`src/rtl/tdm_port_pkg.sv`:
```
package tdm_port_pkg;
  localparam int DEF_WORD_W      = 16;
  localparam int DEF_SYNC_STAGES = 2;

  typedef struct packed {
    logic rise;
    logic fall;
    logic fs_n;
    logic din;
  } tdm_evt_t;
endpackage

```
`src/rtl/tdm_front.sv`:
```
module tdm_front
  import tdm_port_pkg::*;
#(
  parameter int SYNC_STAGES = DEF_SYNC_STAGES
) (
  input  logic     clk,
  input  logic     rst_n,
  input  logic     sclk_i,
  input  logic     fs_n_i,
  input  logic     din_i,
  output tdm_evt_t evt_o
);
  localparam int S = (SYNC_STAGES < 2) ? 2 : SYNC_STAGES;

  logic [S-1:0] sclk_q, fs_q, din_q;
  logic         sclk_last;

  always_ff @(posedge clk or negedge rst_n) begin
    if (!rst_n) begin
      sclk_q    <= '0;
      fs_q      <= '1;
      din_q     <= '0;
      sclk_last <= 1'b0;
    end else begin
      sclk_q    <= {sclk_q[S-2:0], sclk_i};
      fs_q      <= {fs_q[S-2:0], fs_n_i};
      din_q     <= {din_q[S-2:0], din_i};
      sclk_last <= sclk_q[S-1];
    end
  end

  always_comb begin
    evt_o.rise = sclk_q[S-1] & ~sclk_last;
    evt_o.fall = ~sclk_q[S-1] & sclk_last;
    evt_o.fs_n = fs_q[S-1];
    evt_o.din  = din_q[S-1];
  end
endmodule

```
`src/rtl/tdm_shift.sv`:
```
module tdm_shift
  import tdm_port_pkg::*;
#(
  parameter int WORD_W = DEF_WORD_W
) (
  input  logic              clk,
  input  logic              rst_n,
  input  tdm_evt_t          evt_i,
  input  logic [WORD_W-1:0] tx_data_i,
  input  logic              tx_valid_i,
  output logic              tx_ready_o,
  output logic [WORD_W-1:0] rx_data_o,
  output logic              rx_valid_o,
  output logic              dout_o,
  output logic              dout_oe_o,
  output logic              slot_end_o
);
  localparam int CNT_W = $clog2(WORD_W + 1);
  localparam logic [CNT_W-1:0] BITS    = CNT_W'(WORD_W);
  localparam logic [CNT_W-1:0] BITS_M1 = CNT_W'(WORD_W - 1);

  logic              active, fs_prev, hold_full;
  logic [CNT_W-1:0]  bit_cnt;
  logic [WORD_W-1:0] tx_sh, rx_sh, hold;
  logic [WORD_W-1:0] first_word;
  logic              start, accept;

  assign start      = evt_i.rise & ~active & fs_prev & ~evt_i.fs_n;
  assign slot_end_o = evt_i.rise & active & (bit_cnt == BITS);
  assign accept     = tx_valid_i & ~hold_full;
  assign tx_ready_o = ~hold_full;
  assign first_word = hold_full ? hold : '0;

  // frame-sync history, sampled on each shift-clock rising edge
  always_ff @(posedge clk or negedge rst_n) begin
    if (!rst_n)          fs_prev <= 1'b1;
    else if (evt_i.rise) fs_prev <= evt_i.fs_n;
  end

  // one-word transmit holding register
  always_ff @(posedge clk or negedge rst_n) begin
    if (!rst_n) begin
      hold      <= '0;
      hold_full <= 1'b0;
    end else begin
      if (start) hold_full <= 1'b0;
      if (accept) begin
        hold      <= tx_data_i;
        hold_full <= 1'b1;
      end
    end
  end

  // transmit side: slot tracking and serial output
  always_ff @(posedge clk or negedge rst_n) begin
    if (!rst_n) begin
      active    <= 1'b0;
      tx_sh     <= '0;
      dout_o    <= 1'b0;
      dout_oe_o <= 1'b0;
    end else if (start) begin
      active    <= 1'b1;
      tx_sh     <= first_word;
      dout_o    <= first_word[WORD_W-1];
      dout_oe_o <= 1'b1;
    end else if (slot_end_o) begin
      active    <= 1'b0;
      dout_o    <= 1'b0;
      dout_oe_o <= 1'b0;
    end else if (evt_i.rise && active) begin
      dout_o <= tx_sh[WORD_W-2];
      tx_sh  <= {tx_sh[WORD_W-2:0], 1'b0};
    end
  end

  // receive side: capture on falling edges, count bits
  always_ff @(posedge clk or negedge rst_n) begin
    if (!rst_n) begin
      bit_cnt    <= '0;
      rx_sh      <= '0;
      rx_data_o  <= '0;
      rx_valid_o <= 1'b0;
    end else begin
      rx_valid_o <= 1'b0;
      if (start) begin
        bit_cnt <= '0;
      end else if (evt_i.fall && active && (bit_cnt < BITS)) begin
        rx_sh   <= {rx_sh[WORD_W-2:0], evt_i.din};
        bit_cnt <= bit_cnt + 1'b1;
        if (bit_cnt == BITS_M1) begin
          rx_data_o  <= {rx_sh[WORD_W-2:0], evt_i.din};
          rx_valid_o <= 1'b1;
        end
      end
    end
  end
endmodule

```
`src/rtl/tdm_fsd.sv`:
```
module tdm_fsd #(
  parameter int LEN = 16
) (
  input  logic clk,
  input  logic rst_n,
  input  logic rise_i,
  input  logic trig_i,
  output logic fsd_n_o
);
  localparam int CNT_W = $clog2(LEN + 1);
  localparam logic [CNT_W-1:0] LAST = CNT_W'(LEN);

  logic [CNT_W-1:0] cnt;

  always_ff @(posedge clk or negedge rst_n) begin
    if (!rst_n) begin
      fsd_n_o <= 1'b1;
      cnt     <= '0;
    end else if (trig_i) begin
      fsd_n_o <= 1'b0;
      cnt     <= CNT_W'(1);
    end else if (rise_i && !fsd_n_o) begin
      if (cnt == LAST) begin
        fsd_n_o <= 1'b1;
        cnt     <= '0;
      end else begin
        cnt <= cnt + 1'b1;
      end
    end
  end
endmodule

```
`src/rtl/tdm_cascade_port.sv`:
```
module tdm_cascade_port
  import tdm_port_pkg::*;
#(
  parameter int WORD_W      = DEF_WORD_W,
  parameter int SYNC_STAGES = DEF_SYNC_STAGES
) (
  input  logic              clk,
  input  logic              rst_n,
  input  logic              sclk_i,
  input  logic              fs_n_i,
  input  logic              din_i,
  output logic              dout_o,
  output logic              dout_oe_o,
  output logic              fsd_n_o,
  input  logic [WORD_W-1:0] tx_data_i,
  input  logic              tx_valid_i,
  output logic              tx_ready_o,
  output logic [WORD_W-1:0] rx_data_o,
  output logic              rx_valid_o
);
  tdm_evt_t evt;
  logic     slot_end;

  tdm_front #(.SYNC_STAGES(SYNC_STAGES)) u_front (
    .clk    (clk),
    .rst_n  (rst_n),
    .sclk_i (sclk_i),
    .fs_n_i (fs_n_i),
    .din_i  (din_i),
    .evt_o  (evt)
  );

  tdm_shift #(.WORD_W(WORD_W)) u_shift (
    .clk        (clk),
    .rst_n      (rst_n),
    .evt_i      (evt),
    .tx_data_i  (tx_data_i),
    .tx_valid_i (tx_valid_i),
    .tx_ready_o (tx_ready_o),
    .rx_data_o  (rx_data_o),
    .rx_valid_o (rx_valid_o),
    .dout_o     (dout_o),
    .dout_oe_o  (dout_oe_o),
    .slot_end_o (slot_end)
  );

  tdm_fsd #(.LEN(WORD_W)) u_fsd (
    .clk     (clk),
    .rst_n   (rst_n),
    .rise_i  (evt.rise),
    .trig_i  (slot_end),
    .fsd_n_o (fsd_n_o)
  );
endmodule

```
`config.mk`:
```
export PLATFORM = sky130hd
export DESIGN_NAME = tdm_cascade_port
export DESIGN_NICKNAME = d
export VERILOG_FILES = /design/src/rtl/tdm_port_pkg.sv /design/src/rtl/tdm_front.sv /design/src/rtl/tdm_shift.sv /design/src/rtl/tdm_fsd.sv /design/src/rtl/tdm_cascade_port.sv
export SDC_FILE = /design/constraint.sdc
export NUM_CORES = 1
export LEC_CHECK = 0
export CAP_MARGIN = 20
export CORE_ASPECT_RATIO = 0.5
export CORE_MARGIN = 8
export CORE_UTILIZATION = 35
export DETAILED_ROUTE_END_ITERATION = 12
export GPL_TIMING_DRIVEN = 1
export PLACE_DENSITY_LB_ADDON = 0.25
export SYNTH_ARGS = -nofsm -noshare
export SYNTH_HDL_FRONTEND = slang
export SYNTH_SLANG_ARGS = --single-unit
```
`constraint.sdc`:
```
create_clock -name clk -period 4.21 [get_ports clk]
set_input_delay 0.842 -clock clk [delete_from_list [all_inputs] [get_ports clk]]
set_output_delay 0.842 -clock clk [all_outputs]
set_load 0.03 [all_outputs]
```
Word-level counts from Yosys, hierarchy flattened
Cells that the tools add are included.
{"block": "totals", "ff_bits": 85, "elab_cells": 75}
{"block": "classes", "muxes": 22, "reduce_logical": 16, "n_bitwise": 14, "magnitude_cmp": 1, "eq_ne": 4, "add_sub_neg": 2}
{"operator": "15-bit 2-to-1 mux", "count": 3}
{"operator": "5-bit 2-to-1 mux", "count": 5}
{"operator": "16-bit 2-to-1 mux", "count": 1}
{"operator": "1-bit 2-to-1 mux", "count": 13}
{"operator": "2-bit nonzero test", "count": 6}
{"operator": "5-bit by 1-bit adder with 5-bit output (second input constant)", "count": 2}
{"operator": "5-bit == test (second input constant)", "count": 2}
{"operator": "1-bit bitwise AND", "count": 8}
{"operator": "1-bit NOT", "count": 6}
{"operator": "2-bit AND reduction", "count": 3}
{"operator": "5-bit by 4-bit == test with 1-bit output (second input constant)", "count": 1}
{"operator": "5-bit less-than comparator (second input constant)", "count": 1}
{"operator": "1-bit logical AND", "count": 4}
{"operator": "3-bit AND reduction", "count": 1}
{"operator": "3-bit nonzero test", "count": 1}
{"operator": "2-bit by 1-bit inequality test with 1-bit output (second input constant)", "count": 1}
{"operator": "1-bit logical NOT", "count": 1}

Logic depth before layout (Yosys ltp)
Gate-level depths: netlist of the first run.
{"block": "depth", "depth_word": 7, "mapped_depth": 7, "depth_no_buf": 5}

By module
Synthesis of the first run repeated with hierarchy kept, for this count alone.
{"block": "unflattened", "hier_cells": 311, "area_unflattened_um2": 3619.7}
{"module": "tdm_shift", "cells_per_inst": 270, "seq_area_each_um2": 1803.0, "instances": 1, "area_each_um2": 3095.5}
{"module": "tdm_fsd", "cells_per_inst": 30, "seq_area_each_um2": 151.4, "instances": 1, "area_each_um2": 316.6}
{"module": "tdm_front", "cells_per_inst": 11, "seq_area_each_um2": 177.7, "instances": 1, "area_each_um2": 207.7}

Least setup slack after synthesis of the first run
OpenSTA, ideal clock, no wires.
{"block": "synth_path", "path_kind": "input-to-reg", "startpoint": "input tx_valid_i", "endpoint": "register u_shift.hold[10]", "t_required_ns": 4.085, "arrival_ns": 1.817, "path_stages": 4, "path_slack_ns": 2.268, "setup_ns": 0.125, "cell_sequence": "nor2b_1 > clkbuf_1 > buf_2 > mux2_2"}
{"block": "synth_between", "elab_chain_cells": 1}
{"element": "from (decl)", "line_no": "tdm_cascade_port.sv:16", "text": "input logic tx_valid_i,"}
{"element": "1-bit bitwise AND", "line_no": "tdm_shift.sv:30", "text": "assign accept = tx_valid_i & ~hold_full;"}
{"element": "to (signal assigned)", "line_no": "tdm_shift.sv:48", "text": "hold <= tx_data_i;"}
{"element": "to (decl)", "line_no": "tdm_shift.sv:24", "text": "logic [WORD_W-1:0] tx_sh, rx_sh, hold;"}
Every way passes these cells.
A chain may end at the register's enable or synchronous reset.

Final worst setup path of the first run
{"block": "layout_path", "startpoint": "register u_shift.hold_full", "endpoint": "output tx_ready_o"}
{"block": "layout_between", "elab_chain_cells": 1}
{"element": "from (decl)", "line_no": "tdm_shift.sv:22", "text": "logic active, fs_prev, hold_full;"}
{"element": "from (signal assigned)", "line_no": "tdm_shift.sv:44", "text": "hold_full <= 1'b0;"}
{"element": "from (signal assigned)", "line_no": "tdm_shift.sv:46", "text": "if (start) hold_full <= 1'b0;"}
{"element": "from (signal assigned)", "line_no": "tdm_shift.sv:49", "text": "hold_full <= 1'b1;"}
{"element": "1-bit NOT", "line_no": "tdm_shift.sv:31", "text": "assign tx_ready_o = ~hold_full;"}
{"element": "to (decl)", "line_no": "tdm_cascade_port.sv:17", "text": "output logic tx_ready_o,"}
Every way passes these cells.

==> flow_summary.html, run 1 <==
<table>
<tr><th>Metric</th><th>Value</th></tr>
<tr><th colspan="2">Power</th></tr>
<tr><td>Switching power share of the total</td><td>0.288</td></tr>
<tr><td>Register share of total power</td><td>0.484</td></tr>
<tr><td>Combinational group share of total power</td><td>0.197</td></tr>
<tr><td>Total power</td><td>2.58 mW</td></tr>
<tr><td>Leakage</td><td>1.94 nW</td></tr>
<tr><td>Internal power</td><td>1.84 mW</td></tr>
<tr><td>Highest ir drop seen on vdd</td><td>0.000249 V</td></tr>
<tr><td>Switching power</td><td>0.744 mW</td></tr>
<tr><td>Proportion of power drawn by the clock network</td><td>0.318</td></tr>
<tr><td>Power density cells</td><td>585 nW/um^2</td></tr>
<tr><th colspan="2">Synthesis</th></tr>
<tr><td>Fraction of synthesis flops using an asynchronous set or reset pin</td><td>1.00</td></tr>
<tr><td>Number of enable flip-flop cells after synthesis</td><td>0</td></tr>
<tr><td>Net Count, Synth</td><td>338</td></tr>
<tr><td>Sequential fraction of the synthesis area</td><td>0.598</td></tr>
<tr><td>Number of library cell types mapped by synthesis</td><td>37</td></tr>
<tr><td>Mean post-synth cell area</td><td>11.5 sq um</td></tr>
<tr><td>Dominant register cell in the synthesized netlist</td><td>dfrtp_1</td></tr>
<tr><td>Number of synthesized register bits</td><td>85</td></tr>
<tr><td>Number of warnings issued by yosys</td><td>0</td></tr>
<tr><td>Syn Inst Count</td><td>311</td></tr>
<tr><td>Area of the mapped netlist</td><td>3570 sq um</td></tr>
<tr><th colspan="2">Final layout</th></tr>
<tr><td>Count of fill cells added during filler insertion</td><td>940</td></tr>
<tr><td>Area taken by multi-input logic gates</td><td>1310 sq um</td></tr>
<tr><td>Most common cell after layout, fill and taps aside</td><td>dfrtp_1</td></tr>
<tr><td>Area of all placed cells without fillers</td><td>4410 sq um</td></tr>
<tr><td>Leading cell types in the layout, fill and taps excluded</td><td>81 x dfrtp_1, 55 x nand2_1, 41 x clkdlybuf4s50_1, 33 x mux2_2, 21 x o21ai_0</td></tr>
<tr><td>Inserted Diodes</td><td>0</td></tr>
<tr><td>Total area of sequential cells</td><td>2130 sq um</td></tr>
<tr><td>Layout Area Growth over Synthesis</td><td>23.6%</td></tr>
<tr><td>Final core occ</td><td>0.439</td></tr>
<tr><td>Share of layout cells above drive strength 1</td><td>0.160</td></tr>
<tr><td>Count of nets after finishing</td><td>373</td></tr>
<tr><th colspan="2">Global routing</th></tr>
<tr><td>Antenna violations before repair</td><td>0</td></tr>
<tr><td>Largest net degree at the start of global routing</td><td>86</td></tr>
<tr><td>Met3 track utilization from global routing</td><td>0.0448</td></tr>
<tr><td>Number of global-route vias before repair</td><td>2607</td></tr>
<tr><td>Global route overflow</td><td>0</td></tr>
<tr><td>Global-route usage over all layers</td><td>0.113</td></tr>
<tr><td>Wire length of the first global-routing pass</td><td>12.4 mm</td></tr>
<tr><td>Met2 Use GR</td><td>0.182</td></tr>
<tr><td>Routing layer with the top usage in global route</td><td>met2</td></tr>
<tr><td>Met1 capacity usage during global routing</td><td>0.130</td></tr>
<tr><th colspan="2">Timing</th></tr>
<tr><td>Ratio of final minimum period to clock period</td><td>0.625</td></tr>
<tr><td>Worst-case clock skew</td><td>4.55 ps</td></tr>
<tr><td>Number of endpoints failing setup at the final stage</td><td>0</td></tr>
<tr><td>Final total negative setup slack</td><td>0 ps</td></tr>
<tr><td>Highest Clock Rate</td><td>380 MHz</td></tr>
<tr><td>Max-Slew Margin vs Limit</td><td>0.423</td></tr>
<tr><td>Tightest Pin Transition</td><td>860 ps</td></tr>
<tr><td>Final Hold Viols</td><td>0</td></tr>
<tr><td>Total count of max-transition violations in the final report</td><td>0</td></tr>
<tr><td>Unrepaired setup endpoints after global routing</td><td>false</td></tr>
<tr><td>Fin crit period</td><td>2630 ps</td></tr>
<tr><th colspan="2">Clocking</th></tr>
<tr><td>Number of buffers inserted during clock tree synthesis</td><td>9</td></tr>
<tr><td>Level count of the clock H-tree</td><td>3</td></tr>
<tr><td>CTS hold repair buffers</td><td>0</td></tr>
<tr><td>Gates resized, CTS repair</td><td>0</td></tr>
<tr><td>Root cell of the clock tree</td><td>clkbuf_16</td></tr>
<tr><td>Clock tree from TritonCTS</td><td>built</td></tr>
<tr><td>Clk slew on worst S/H paths</td><td>60 ps</td></tr>
<tr><td>TritonCTS Sinks</td><td>85</td></tr>
<tr><td>Maximum buffer depth of the clock tree</td><td>2</td></tr>
<tr><td>Worst-skew pair later-pin latency</td><td>340 ps</td></tr>
<tr><td>Count of buffers added by post-CTS timing repair for setup</td><td>0</td></tr>
<tr><th colspan="2">Critical path</th></tr>
<tr><td>Critical Path, Cell by Cell</td><td>inv_1 -&gt; clkdlybuf4s50_1</td></tr>
<tr><td>RR Startpoint</td><td>u_front.sclk_last</td></tr>
<tr><td>Reg2reg end</td><td>u_shift.hold_full</td></tr>
<tr><td>Cell count along the critical path</td><td>2</td></tr>
<tr><td>Top Family by Delay on Critical Path</td><td>buffers and inverters</td></tr>
<tr><td>Reg2reg setup slack</td><td>1990 ps</td></tr>
<tr><td>Type of the worst setup path</td><td>register to output port</td></tr>
<tr><td>Critical path capture point type</td><td>output port</td></tr>
<tr><td>Critical-path cell with the highest stage delay</td><td>dfrtp_1</td></tr>
<tr><td>Element type at the critical path start</td><td>register</td></tr>
<tr><td>Buf/Inv on CP</td><td>2</td></tr>
<tr><td>Worst-path fanout max</td><td>19</td></tr>
<tr><td>Worst Path Arrival</td><td>1790 ps</td></tr>
<tr><td>Number of cells on the worst reg-to-reg path</td><td>3</td></tr>
<tr><td>Delay of the slowest cell on the worst path</td><td>720 ps</td></tr>
<tr><td>Data required time of the critical path</td><td>3370 ps</td></tr>
<tr><th colspan="2">Placed design</th></tr>
<tr><td>Routability-driven placement congestion ratio</td><td>0.739</td></tr>
<tr><td>Area post-placement</td><td>4070 sq um</td></tr>
<tr><td>Half-perimeter wire length after placement</td><td>4.71 mm</td></tr>
<tr><td>Port Buffer Count</td><td>42</td></tr>
<tr><th colspan="2">Floorplan</th></tr>
<tr><td>Initial cell density of the core</td><td>0.355</td></tr>
<tr><td>Core ar.</td><td>10100 sq um</td></tr>
<tr><td>Die height</td><td>87.4 um</td></tr>
<tr><td>Number of cell rows</td><td>26</td></tr>
<tr><td>Chip width</td><td>159 um</td></tr>
<tr><td>Top-level port count</td><td>43</td></tr>
<tr><td>Die Outline Area</td><td>13900 sq um</td></tr>
<tr><th colspan="2">Outcome</th></tr>
<tr><td>Status</td><td>complete, no violations</td></tr>
<tr><th colspan="2">Routing</th></tr>
<tr><td>Iteration-0 DRC Markers</td><td>121</td></tr>
<tr><td>Remaining number of nets flagged by the antenna check after routing</td><td>0</td></tr>
<tr><td>Post-detailed-routing wire length</td><td>7.34 mm</td></tr>
<tr><td>Post-DR vias/cell</td><td>5.05</td></tr>
<tr><td>Number of DRC violations after detailed routing</td><td>0</td></tr>
<tr><td>Wire length per cell after detailed routing</td><td>15.0 um</td></tr>
<tr><td>Total vias in the final route</td><td>2478</td></tr>
<tr><td>Length of the first detailed-routing pass in iterations</td><td>4</td></tr>
<tr><th colspan="2">Worst hold path</th></tr>
<tr><td>Min-Delay Path Class</td><td>register to register</td></tr>
<tr><td>Hold worst-path end</td><td>u_front.sclk_q[1]</td></tr>
<tr><td>Startpoint of the worst hold path</td><td>u_front.sclk_q[0]</td></tr>
<tr><td>Number of cells on the worst hold path</td><td>0</td></tr>
<tr><th colspan="2">Job</th></tr>
<tr><td>Max-cap violation count</td><td>0</td></tr>
</table>
worst reg2reg max path, delay by kind of cell (launching register included):
| family | cells | cell delay, ps |
|---|---|---|
| flip-flops | 1 | 440 |
| AO/OA/AOI/OAI | 1 | 270 |
| AND/OR/NAND/NOR | 2 | 1410 |
synth_stat cells, drive strengths merged (2+ instances only):
master	n	area [sq um]
a311oi	2	17.5
nand2	55	206
nor2b	2	12.5
or3	3	18.8
and4bb	2	25.0
o21ai	21	105
inv	8	30.0
nor2	2	7.51
clkbuf	11	41.3
a211oi	15	113
ha	5	62.6
nand4bb	3	33.8
mux2	33	372
dfrtp	81	2030
dfstp	4	105
buf	9	53.8
nand3	19	95.1
a21oi	4	20.0
a31oi	16	100
cell families after synthesis:
logic type / count (synthesis) / share of synthesized area
AND/OR/NAND/NOR: 95 / 0.131
buffers and inverters: 29 / 0.0361
adder cells (fa/ha/maj): 5 / 0.0175
multiplexers: 34 / 0.107
flip-flops: 85 / 0.598
AO/OA/AOI/OAI: 63 / 0.111
metal layers:
layer  vias to the layer above  wire length (um)
li1                       1170                 -
met1                      1237              3330
met2                        60              3470
met3                        11               406
met4                         0               138
met5                         -                 0
registers in the layout (all words and copies together) (netlist names), 2 cells and up:
signal	count
u_fsd.cnt	5
u_shift.rx_sh	15
u_front.din_q	2
u_front.fs_q	2
u_shift.tx_sh	15
u_shift.bit_cnt	5
u_front.sclk_q	2
u_shift.rx_data_o	16
u_shift.hold	16
final cells by class:
type,instances,area share
repair buffers,44,0.103
well taps,140,0.0397
clock inverters,4,0.0165
multi-input cells,197,0.296
flip-flops and latches,85,0.484
clock buffers,12,0.0536
inverters,9,0.00766
worst max path at each step:
stage,slack (ps),endpoint,from
final,1580,tx_ready_o,u_shift.hold_full
after global routing,1470,tx_ready_o,u_shift.hold_full
after CTS,1570,tx_ready_o,u_shift.hold_full
after detailed placement,1950,tx_ready_o,u_shift.hold_full
after global placement,1970,tx_ready_o,u_shift.hold_full
after floorplan,2270,u_shift.hold[10],tx_valid_i
power by group through the flow:
stage | combinational, mW | clock (mW) | sequential [mW]
2_1_floorplan | 0.379 | 0 | 1.21
5_1_grt | 0.570 | 0.882 | 1.29
3_3_place_gp | 0.484 | 0 | 1.25
6_report | 0.509 | 0.821 | 1.25
3_5_place_dp | 0.510 | 0 | 1.26
4_1_cts | 0.513 | 0.849 | 1.25
per-stage QoR:
step	cells	setup WS [ps]	hold WS, ps
after floorplan	311	2270	331
after global placement	474	1970	341
after detailed placement	474	1950	340
after CTS	490	1570	355
after global routing	491	1470	356
final	491	1580	353
(Power assumes the default switching activity.)
==> run 2, diff against run 1 <==
- clock period: 4.21 -> 2.2 ns (I/O delays scaled with it)
==> run 2 against run 1 <==
Against the previous run:
- clock-buffer cell count stayed put
- sequential cell count unchanged
- combinational power is 110% higher
- register-to-register slack lost 1600 ps
- worst setup slack got worse by 1400 ps
- clock skew up 0.94 ps
- highest routed layer unchanged
- utilization grew 0.85 points
- critical endpoint is now fsd_n_o
- hold slack worse by 260 ps
- via count stayed put
- sequential share of layout area shrank 0.92 points
- first-iteration DRC count grew 1.7%
==> flow_summary.html, run 2 (synthesis gave the netlist of run 1 again) <==
<table>
<tr><th>Metric</th><th>Value</th></tr>
<tr><th colspan="2">Clocking</th></tr>
<tr><td>TritonCTS Sinks</td><td>85 (unchanged)</td></tr>
<tr><td>Clock tree from TritonCTS</td><td>built</td></tr>
<tr><td>Level count of the clock H-tree</td><td>3 (unchanged)</td></tr>
<tr><td>Count of buffers added by post-CTS timing repair for setup</td><td>0 (unchanged)</td></tr>
<tr><td>CTS hold repair buffers</td><td>0 (unchanged)</td></tr>
<tr><td>Gates resized, CTS repair</td><td>0 (unchanged)</td></tr>
<tr><td>Number of buffers inserted during clock tree synthesis</td><td>9 (unchanged)</td></tr>
<tr><td>Maximum buffer depth of the clock tree</td><td>2 (unchanged)</td></tr>
<tr><td>Worst-skew pair later-pin latency</td><td>330 ps (about the same)</td></tr>
<tr><td>Root cell of the clock tree</td><td>clkbuf_16</td></tr>
<tr><td>Clk slew on worst S/H paths</td><td>60 ps (about the same)</td></tr>
<tr><th colspan="2">Timing</th></tr>
<tr><td>Total count of max-transition violations in the final report</td><td>0 (unchanged)</td></tr>
<tr><td>Fin crit period</td><td>1990 ps</td></tr>
<tr><td>Unrepaired setup endpoints after global routing</td><td>false</td></tr>
<tr><td>Tightest Pin Transition</td><td>674 ps (-186 ps)</td></tr>
<tr><td>Max-Slew Margin vs Limit</td><td>0.551 (+0.127)</td></tr>
<tr><td>Ratio of final minimum period to clock period</td><td>0.905</td></tr>
<tr><td>Worst-case clock skew</td><td>5.49 ps (+0.936 ps)</td></tr>
<tr><td>Number of endpoints failing setup at the final stage</td><td>0 (unchanged)</td></tr>
<tr><td>Highest Clock Rate</td><td>502 MHz</td></tr>
<tr><td>Final Hold Viols</td><td>0 (unchanged)</td></tr>
<tr><td>Final total negative setup slack</td><td>0 ps (unchanged)</td></tr>
<tr><th colspan="2">Final layout</th></tr>
<tr><td>Layout Area Growth over Synthesis</td><td>26.0%</td></tr>
<tr><td>Total area of sequential cells</td><td>2130 sq um (unchanged)</td></tr>
<tr><td>Most common cell after layout, fill and taps aside</td><td>dfrtp_1</td></tr>
<tr><td>Number of standard cells in the final layout excluding fillers</td><td>499 (+1.6%)</td></tr>
<tr><td>Largest registers</td><td>u_shift.hold: 16 flops, u_shift.rx_data_o: 16 flops</td></tr>
<tr><td>Count of nets after finishing</td><td>381 (+2.1%)</td></tr>
<tr><td>Share of layout cells above drive strength 1</td><td>0.181 (+0.0215)</td></tr>
<tr><td>Leading cell types in the layout, fill and taps excluded</td><td>81 x dfrtp_1, 55 x nand2_1, 41 x clkdlybuf4s50_1, 33 x mux2_2, 21 x o21ai_0</td></tr>
<tr><td>Area taken by multi-input logic gates</td><td>1310 sq um (unchanged)</td></tr>
<tr><td>Inserted Diodes</td><td>0 (unchanged)</td></tr>
<tr><td>Count of fill cells added during filler insertion</td><td>910 (-3.2%)</td></tr>
<tr><th colspan="2">Global routing</th></tr>
<tr><td>Largest net degree at the start of global routing</td><td>47 (-45%)</td></tr>
<tr><td>Met1 capacity usage during global routing</td><td>0.129 (-0.00156)</td></tr>
<tr><td>Global-route usage over all layers</td><td>0.110 (-0.00272)</td></tr>
<tr><td>Wire length of the first global-routing pass</td><td>12.4 mm (-0.17%)</td></tr>
<tr><td>Met3 track utilization from global routing</td><td>0.0387 (-0.00613)</td></tr>
<tr><td>Antenna violations before repair</td><td>0 (unchanged)</td></tr>
<tr><td>Met2 Use GR</td><td>0.183 (+0.00116)</td></tr>
<tr><td>Global route overflow</td><td>0 (unchanged)</td></tr>
<tr><td>Number of global-route vias before repair</td><td>2563 (-1.7%)</td></tr>
<tr><td>Routing layer with the top usage in global route</td><td>met2</td></tr>
<tr><th colspan="2">Critical path</th></tr>
<tr><td>Critical Path, Cell by Cell</td><td>clkdlybuf4s50_1</td></tr>
<tr><td>Top Family by Delay on Critical Path</td><td>buffers and inverters</td></tr>
<tr><td>Worst Path Arrival</td><td>1550 ps (-240 ps)</td></tr>
<tr><td>Element type at the critical path start</td><td>register</td></tr>
<tr><td>Worst-path fanout max</td><td>4 (-15)</td></tr>
<tr><td>Buf/Inv on CP</td><td>1 (-1)</td></tr>
<tr><td>Critical path capture point type</td><td>output port</td></tr>
<tr><td>Data required time of the critical path</td><td>1760 ps (-1610 ps)</td></tr>
<tr><td>Critical-path cell with the highest stage delay</td><td>clkdlybuf4s50_1</td></tr>
<tr><td>Delay of the slowest cell on the worst path</td><td>670 ps (-50 ps)</td></tr>
<tr><td>Type of the worst setup path</td><td>register to output port</td></tr>
<tr><th colspan="2">Routing</th></tr>
<tr><td>Post-detailed-routing wire length</td><td>7.14 mm (-2.7%)</td></tr>
<tr><td>Wire length per cell after detailed routing</td><td>14.3 um (-4.3%)</td></tr>
<tr><td>Number of DRC violations after detailed routing</td><td>0 (unchanged)</td></tr>
<tr><td>Iteration-0 DRC Markers</td><td>123 (+1.7%)</td></tr>
<tr><td>Length of the first detailed-routing pass in iterations</td><td>4 (unchanged)</td></tr>
<tr><td>Remaining number of nets flagged by the antenna check after routing</td><td>0 (unchanged)</td></tr>
<tr><td>Total vias in the final route</td><td>2478 (unchanged)</td></tr>
<tr><td>Post-DR vias/cell</td><td>4.97 (-1.6%)</td></tr>
<tr><th colspan="2">Power</th></tr>
<tr><td>Combinational group share of total power</td><td>0.205 (+0.008)</td></tr>
<tr><td>Register share of total power</td><td>0.460 (-0.024)</td></tr>
<tr><td>Highest ir drop seen on vdd</td><td>0.000485 V (+95%)</td></tr>
<tr><td>Leakage</td><td>2.00 nW (+2.7%)</td></tr>
<tr><td>Power density cells</td><td>1140 nW/um^2 (+94%)</td></tr>
<tr><td>Internal power</td><td>3.69 mW (+100%)</td></tr>
<tr><td>Proportion of power drawn by the clock network</td><td>0.335 (+0.017)</td></tr>
<tr><td>Switching power</td><td>1.42 mW (+90%)</td></tr>
<tr><td>Switching power share of the total</td><td>0.277 (-0.0109)</td></tr>
<tr><th colspan="2">Floorplan</th></tr>
<tr><td>Die Outline Area</td><td>13900 sq um (unchanged)</td></tr>
<tr><td>Number of cell rows</td><td>26 (unchanged)</td></tr>
<tr><td>Initial cell density of the core</td><td>0.355 (unchanged)</td></tr>
<tr><td>Top-level port count</td><td>43 (unchanged)</td></tr>
<tr><td>Chip width</td><td>159 um (unchanged)</td></tr>
<tr><td>Core ar.</td><td>10100 sq um (unchanged)</td></tr>
<tr><td>Die height</td><td>87.4 um (unchanged)</td></tr>
<tr><th colspan="2">Placed design</th></tr>
<tr><td>Placed cell count</td><td>483 (+1.9%)</td></tr>
<tr><td>Routability-driven placement congestion ratio</td><td>0.750 (+1.6%)</td></tr>
<tr><td>Half-perimeter wire length after placement</td><td>4.78 mm (+1.7%)</td></tr>
<tr><td>Port Buffer Count</td><td>42 (unchanged)</td></tr>
<tr><th colspan="2">Worst hold path</th></tr>
<tr><td>Min-Delay Path Class</td><td>input pin to asynchronous set/reset pin</td></tr>
<tr><th colspan="2">Outcome</th></tr>
<tr><td>Status</td><td>complete, no violations</td></tr>
<tr><th colspan="2">Job</th></tr>
<tr><td>Max-cap violation count</td><td>0 (unchanged)</td></tr>
</table>
-- run 2: cell types whose count changed in the layout (fill, tap and decap cells not counted) --
cell and delta:
buf_16 -1, bufinv_16 +1, clkbuf_1 -1, clkinvlp_4 -1, buf_4 +8, clkbuf_8 +1
buf_12 +1
-- run 2: power groups by stage --
stage               clock network, mW  registers [mW]  logic (mW)
global route                     1.84            2.41        1.18
floorplan                           0            2.31       0.725
finish                           1.71            2.34        1.05
detailed placement                  0            2.37        1.06
global placement                    0            2.34        1.00
CTS                              1.77            2.35        1.06
-- run 2: layer usage --
layer | wire (um) | part of all wire
met1 | 3340 | 0.47
met2 | 3380 | 0.47
met3 | 333 | 0.047
met4 | 94 | 0.013
met5 | 0 | 0
-- run 2: final cells by class --
cell class,count,share of cell area
Sequential cell,85,0.474
Multi-Input combinational cell,197,0.291
Timing Repair Buffer,52,0.112
Clock buffer,12,0.0548
Tap cell,140,0.0390
Clock inverter,4,0.0212
Inverter,9,0.00752
-- run 2: final timing paths --
kind                                   startpoint                 to  slack [ps]  cells after the start
worst max-delay path                u_fsd.fsd_n_o            fsd_n_o         210                      1
worst min-delay path                        rst_n   u_shift.hold[11]          90                      1
worst max register to register  u_shift.dout_oe_o  u_shift.hold_full         350                      3
worst min register to register   u_front.din_q[0]   u_front.din_q[1]         350                      0
max in group asynchronous                   rst_n   u_shift.rx_sh[8]        1490                      2
min in group clk                 u_front.din_q[0]   u_front.din_q[1]         350                      0
-- run 2: stage by stage --
step           hold WS (ps)  utilization  power [mW]  area [sq um]  worst slack, ps
3_3_place_gp            339        0.413        3.34          4150              423
5_1_grt                 109        0.447        5.42          4490              160
6_report               92.2        0.447        5.10          4490              209
3_5_place_dp            335        0.413        3.43          4150              380
4_1_cts                94.4        0.447        5.18          4490              181
2_1_floorplan           144            -        3.04          3570              337
